### config.mk
export PLATFORM = sky130hd
export DESIGN_NAME = perp_mode_select
export DESIGN_NICKNAME = d
export VERILOG_FILES = /design/src/rtl/pm_pkg.sv /design/src/rtl/pm_ctrl.sv /design/src/rtl/pm_datapath.sv /design/src/rtl/perp_mode_select.sv
export SDC_FILE = /design/constraint.sdc
export NUM_CORES = 1
export LEC_CHECK = 0
export ABC_AREA = 1
export BUFFER_PORTS_ARGS = -buffer_cell sky130_fd_sc_hd__buf_2
export CAP_MARGIN = 20
export CORE_AREA = 2 2 39 41
export DETAILED_ROUTE_END_ITERATION = 8
export DIE_AREA = 0 0 41 43
export PLACE_DENSITY = 0.8
export REMOVE_ABC_BUFFERS = 1
export SLEW_MARGIN = 25
export SYNTH_ARGS = -nofsm -noshare
export SYNTH_HDL_FRONTEND = slang
export SYNTH_SLANG_ARGS = --single-unit
### constraint.sdc
create_clock -name clk -period 2.35 [get_ports clk]
set_input_delay 0.1175 -clock clk [delete_from_list [all_inputs] [get_ports clk]]
set_output_delay 0.1175 -clock clk [all_outputs]
set_load 0.005 [all_outputs]
### src/rtl/pm_pkg.sv
package pm_pkg;

  // Strobes from control to datapath
  typedef struct packed {
    logic loadGlobal;   // capture gap / write-gate bits
    logic loadDrives;   // capture per-drive enable bits
    logic clearGlobal;  // software reset of gap / write-gate
  } pmStrobe_t;

endpackage

### src/rtl/pm_ctrl.sv
module pm_ctrl
  import pm_pkg::*;
#(
  parameter int CMD_W  = 8,
  parameter int OW_BIT = 7
) (
  input  logic             clk,
  input  logic             rstN,
  input  logic             cmdWrite,
  input  logic             swReset,
  input  logic [CMD_W-1:0] cmdByte,
  output pmStrobe_t        strobe
);

  // Software reset outranks a write for the global pair; the drive
  // bits still follow the write's overwrite flag.
  always_comb begin
    strobe.clearGlobal = swReset;
    strobe.loadGlobal  = cmdWrite & ~swReset;
    strobe.loadDrives  = cmdWrite & cmdByte[OW_BIT];
  end

  // a simultaneous software reset never lets the global pair load
  a_r5_sw_beats_write: assert property (@(posedge clk) disable iff (!rstN)
    (cmdWrite && swReset) |-> (strobe.clearGlobal && !strobe.loadGlobal));

  // drive bits load only with overwrite set
  a_r3_ow_gates_drives: assert property (@(posedge clk) disable iff (!rstN)
    strobe.loadDrives |-> (cmdWrite && cmdByte[OW_BIT]));

endmodule

### src/rtl/pm_datapath.sv
module pm_datapath
  import pm_pkg::*;
#(
  parameter int          NUM_DRIVES = 4,
  parameter int          CMD_W      = 8,
  parameter int          DRV_LSB    = 2,
  parameter int          GAP_BIT    = 1,
  parameter int          WG_BIT     = 0,
  parameter int          RATE_W     = 2,
  parameter int          CNT_W      = 6,
  parameter int          LEN_STD    = 22,
  parameter int          WR_STD     = 19,
  parameter int          LEN_HI     = 41,
  parameter int          WR_HI      = 38,
  parameter logic [RATE_W-1:0] RATE_TOP = 2'b11,
  localparam int         SEL_W      = $clog2(NUM_DRIVES)
) (
  input  logic              clk,
  input  logic              rstN,
  input  pmStrobe_t         strobe,
  input  logic [CMD_W-1:0]  cmdByte,
  input  logic [SEL_W-1:0]  driveSel,
  input  logic [RATE_W-1:0] rateCode,
  output logic              isPerp,
  output logic [CNT_W-1:0]  gap2Len,
  output logic [CNT_W-1:0]  gap2Written,
  output logic              precompZero
);

  localparam logic [CNT_W-1:0] LEN_STD_C = CNT_W'(LEN_STD);
  localparam logic [CNT_W-1:0] WR_STD_C  = CNT_W'(WR_STD);
  localparam logic [CNT_W-1:0] LEN_HI_C  = CNT_W'(LEN_HI);
  localparam logic [CNT_W-1:0] WR_HI_C   = CNT_W'(WR_HI);
  localparam logic [CNT_W-1:0] GAP_DIFF  = CNT_W'(LEN_STD - WR_STD);

  logic                  gapQ;
  logic                  wgateQ;
  logic [NUM_DRIVES-1:0] driveQ;

  // Global pair: hardware reset clears, software reset clears
  always_ff @(posedge clk or negedge rstN) begin
    if (!rstN) begin
      gapQ   <= 1'b0;
      wgateQ <= 1'b0;
    end else if (strobe.clearGlobal) begin
      gapQ   <= 1'b0;
      wgateQ <= 1'b0;
    end else if (strobe.loadGlobal) begin
      gapQ   <= cmdByte[GAP_BIT];
      wgateQ <= cmdByte[WG_BIT];
    end
  end

  // Per-drive enables: only hardware reset clears them
  for (genvar d = 0; d < NUM_DRIVES; d++) begin : g_drive
    always_ff @(posedge clk or negedge rstN) begin
      if (!rstN)                 driveQ[d] <= 1'b0;
      else if (strobe.loadDrives) driveQ[d] <= cmdByte[DRV_LSB + d];
    end
  end

  logic selBit;
  logic highRate;
  assign selBit   = driveQ[driveSel];
  assign highRate = (rateCode == RATE_TOP);

  always_comb begin
    isPerp      = 1'b0;
    gap2Len     = LEN_STD_C;
    gap2Written = '0;
    unique case ({wgateQ, gapQ})
      2'b01: begin
        isPerp      = 1'b1;
        gap2Written = WR_STD_C;
      end
      2'b10: ; // reserved, behaves as conventional
      2'b11: begin
        isPerp      = 1'b1;
        gap2Len     = LEN_HI_C;
        gap2Written = WR_HI_C;
      end
      default: begin
        if (selBit) begin
          isPerp      = 1'b1;
          gap2Len     = highRate ? LEN_HI_C : LEN_STD_C;
          gap2Written = highRate ? WR_HI_C  : WR_STD_C;
        end
      end
    endcase
    precompZero = isPerp;
  end

  // software reset alone keeps drive bits and clears the pair
  a_r4_sw_keeps_drives: assert property (@(posedge clk) disable iff (!rstN)
    (strobe.clearGlobal && !strobe.loadDrives) |=> $stable(driveQ));
  a_r4_sw_clears_pair: assert property (@(posedge clk) disable iff (!rstN)
    strobe.clearGlobal |=> (!gapQ && !wgateQ));
  // without a drive load the drive bits hold
  a_r3_drives_hold: assert property (@(posedge clk) disable iff (!rstN)
    !strobe.loadDrives |=> $stable(driveQ));
  // perpendicular GAP2 always writes all but the fixed lead bytes
  a_r6_written_vs_len: assert property (@(posedge clk) disable iff (!rstN)
    isPerp |-> (gap2Written + GAP_DIFF == gap2Len));
  // a conventional access writes no GAP2 bytes
  a_r7_conv_values: assert property (@(posedge clk) disable iff (!rstN)
    !isPerp |-> (gap2Written == '0 && gap2Len == LEN_STD_C));

endmodule

### src/rtl/perp_mode_select.sv
module perp_mode_select
  import pm_pkg::*;
#(
  parameter int NUM_DRIVES = 4,
  parameter int CMD_W      = 8,
  parameter int RATE_W     = 2,
  parameter int CNT_W      = 6,
  localparam int SEL_W     = $clog2(NUM_DRIVES)
) (
  input  logic              clk,
  input  logic              rstN,
  input  logic              swReset,
  input  logic              cmdWrite,
  input  logic [CMD_W-1:0]  cmdByte,
  input  logic [SEL_W-1:0]  driveSel,
  input  logic [RATE_W-1:0] rateCode,
  output logic              isPerp,
  output logic [CNT_W-1:0]  gap2Len,
  output logic [CNT_W-1:0]  gap2Written,
  output logic              precompZero
);

  pmStrobe_t strobe;

  pm_ctrl #(.CMD_W(CMD_W), .OW_BIT(CMD_W-1)) u_ctrl (
    .clk(clk), .rstN(rstN), .cmdWrite(cmdWrite), .swReset(swReset),
    .cmdByte(cmdByte), .strobe(strobe)
  );

  pm_datapath #(
    .NUM_DRIVES(NUM_DRIVES), .CMD_W(CMD_W), .RATE_W(RATE_W), .CNT_W(CNT_W)
  ) u_dp (
    .clk(clk), .rstN(rstN), .strobe(strobe), .cmdByte(cmdByte),
    .driveSel(driveSel), .rateCode(rateCode), .isPerp(isPerp),
    .gap2Len(gap2Len), .gap2Written(gap2Written), .precompZero(precompZero)
  );

endmodule

==> summary.md <==
| Metric | Value |
|---|---|
| Run status | finished, final reports clean |
| Vertical die dimension | 43 um |
| Top cell type's share of synthesized area | 30.3% |
| Detail-routed net length per standard cell | 9.44 um |
| Core outline area | 0.00138 mm^2 |
| Detailed Route WL | 925 um |
| Post-synthesis instance area | 495 um^2 |
| Vias in the first global route | 401 |
| Count of max-cap constraint violations | 0 |
| Starting DRC count in detailed routing | 7 |
| Worst-path cell chain | inv_1, ha_1, inv_1, nand2_1, nand3_1, buf_2 |
| Setup tns final | 0 ns |
| Combined buffer and inverter count along the critical path | 3 |
| Wire length of the first global-routing pass | 1.59 mm |
| Antenna violations before repair | 0 |
| Final std cells w/o fill | 98 |
| Cts bufs inserted | 3 |
| Clock sink count | 6 |
| Max Freq | 0.680 GHz |
| Worst-case hold slack | 0.0982 ns |
| Die Span X | 41 um |
| Category of the most critical setup path | flip-flop to primary output |
| I/O pins | 30 |
| Placed wire-length estimate after detailed placement | 792 um |
| Setup Skew | 0 ns |
| Number of distinct library cells after synthesis | 13 |
| Top cell type by total area after synthesis | dfrtp_1 |
| Global-route congestion overflow total | 0 |
| Vias after detailed routing | 437 |
| Layout cell share with drive strength beyond 1 | 43.9% |
| Worst setup timing slack at the placement stage | 1.12 ns |
| Worst-case setup margin in the final layout | 0.879 ns |
| Worst endpoint data arrival time | 1.35 ns |
| Floorplan die area | 0.00176 mm^2 |
| Gr busiest metal | met2 |
| Main area contributors after synthesis | dfrtp_1, buf_4, mux2_4 |
| Avg Synthesized Cell Area | 8.26 um^2 |
| Total power per unit cell area | 520 mW/mm^2 |
| Final worst path period share | 62.6% |
| Starting density of the core | 35.8% |
| Pin count of the biggest net entering global routing | 7 |
| Clk_lat worst skew | 0.25 ns |
| Setup repair after global routing missed its margin | no |
| Number of nets in the layout | 104 |
| Largest stage delay, worst path | 0.38 ns |
| Nature of the critical path endpoint | primary output |
| DRC errors left | 0 |
| CP top delay family | flip-flops |
| Std-Cell Rows | 14 |
| Number of H-tree branching levels | 1 |
| Setup slack, reg-to-reg | 1.60 ns |
| Detailed-routing iteration count for the pre-antenna-repair pass | 4 |
| Total of endpoints with negative setup slack in the final report | 0 |
| Largest voltage drop on the vdd net | 0.202 mV |
| Worst path most repeated cell | inv_1 |
| Critical Path Slowest Stage Cell | dfrtp_1 |
| Global-route usage over all layers | 14.1% |
| Leakage power summed over all cells | 0.386 nW |
| Minimum clock period after layout | 1.47 ns |
| Yosys warnings | 0 |
| CP max FO | 4 |
| Vias per Instance | 4.46 |
| Portion of the post-synthesis area used by sequential elements | 30.3% |
| Synthesis-stage register bit count | 6 |
| Met2 usage | 21.6% |
| Worst hold path type | primary input to flip-flop |
| Total count of hold-check failures in the final report | 0 |
| Number of cells after detailed placement | 94 |
| Antenna cells | 0 |
| Met3 usage | 1.57% |
| Routability cong. | 0.713 |
| Setup Fix Bufs, Post-CTS | 0 |
| Final Slew Violations | 0 |
| Number of port buffers | 27 |
| Utilization after layout | 44.5% |
| CTS Buffer Depth | 2 |
| TritonCTS clock tree | yes |
| Clock root buffer master | clkbuf_4 |
| Required @ worst endpoint | 2.23 ns |
| Area added between synthesis and finish | 24.2% |
| Met1 demand-to-capacity share in global routing | 15.3% |
| Post-DRT Antenna Nets | 0 |
| Gate count after technology mapping | 60 |
| Setup crit start kind | flip-flop |
| Filler Cells Inserted | 139 |
| Clock-pin slew reported for the worst setup and hold paths after clock tree synthesis | 0.04 ns |
## cells in the final DEF (no fill, tap or decap)
cell	synthesis	routed
nand4_1	3	3
mux2_4	4	4
inv_1	8	8
conb_1	1	1
or2_1	1	1
buf_2	0	27
nand2_2	1	1
nand3_2	1	1
dlygate4sd3_1	0	1
clkbuf_4	0	3
nand2_1	14	14
dfrtp_1	6	6
ha_1	4	4
nand3_1	6	6
o21ai_0	2	2
## synth_stat cells, drive strengths merged
master	n
buf	9
conb	1
dfrtp	6
ha	4
inv	8
mux2	4
nand2	15
nand3	7
nand4	3
o21ai	2
or2	1
## flip-flops by register name (all words and copies together) (netlist names)
name and cells:
u_dp.gapQ 1, u_dp.wgateQ 1, u_dp.driveQ 4
## kinds of logic (layout without fill, tap and decap cells)
| logic type | Yosys count | after routing | synth area share [%] |
|---|---|---|---|
| AO/OA/AOI/OAI | 2 | 2 | 2.02 |
| adder cells (fa/ha/maj) | 4 | 4 | 10.1 |
| buffers and inverters | 17 | 39 | 19.7 |
| multiplexers | 4 | 4 | 12.1 |
| other | 1 | 1 | 0.757 |
| flip-flops | 6 | 6 | 30.3 |
| AND/OR/NAND/NOR | 26 | 26 | 25.0 |
## stage by stage
| step | cell area (um^2) | power [mW] |
|---|---|---|
| 6_report | 616 | 0.320 |
| 5_1_grt | 616 | 0.351 |
| 4_1_cts | 616 | 0.324 |
| 3_5_place_dp | 583 | 0.227 |
| 3_3_place_gp | 583 | 0.222 |
| 2_1_floorplan | 428 | 0.179 |
## metal layers
layer / vias up / share of wire (%)
li1: 227 / -
met1: 178 / 41
met2: 28 / 44
met3: 4 / 10
met4: 0 / 4.3
met5: - / 0
## area by class of cell
cell class	instances	area, um^2	share of cell area, %
clock buffer	3	22.5	3.66
inverter	8	30.0	4.88
multi-input combinational	37	248	40.2
tap	16	20.0	3.25
timing repair buffer	28	145	23.6
sequential	6	150	24.4
## power by group
group	total (mW)	internal [mW]	leakage [nW]	switching (mW)
clock network	0.0952	0.0578	0.0138	0.0375
registers	0.123	0.116	0.0735	0.00734
logic	0.101	0.0538	0.298	0.0476
total	0.320	0.228	0.386	0.0924
## path summary, 6_finish.rpt
kind | from | to | depth (start not counted)
min in group asynchronous | rstN | u_dp.driveQ[1] | 2
max reg2reg | u_dp.driveQ[1] | u_dp.driveQ[1] | 1
min | cmdByte[2] | u_dp.driveQ[0] | 2
min reg2reg | u_dp.driveQ[3] | u_dp.driveQ[3] | 1
max in group asynchronous | rstN | u_dp.wgateQ | 2
max | u_dp.wgateQ | precompZero | 6
## timing repair
| action | in CTS | in global routing |
|---|---|---|
| endpoints found under the hold margin | 6 | 0 |
| hold buffers | 1 | 0 |
| resized for setup | 0 | 0 |
Power figures use the tool's default switching activity.
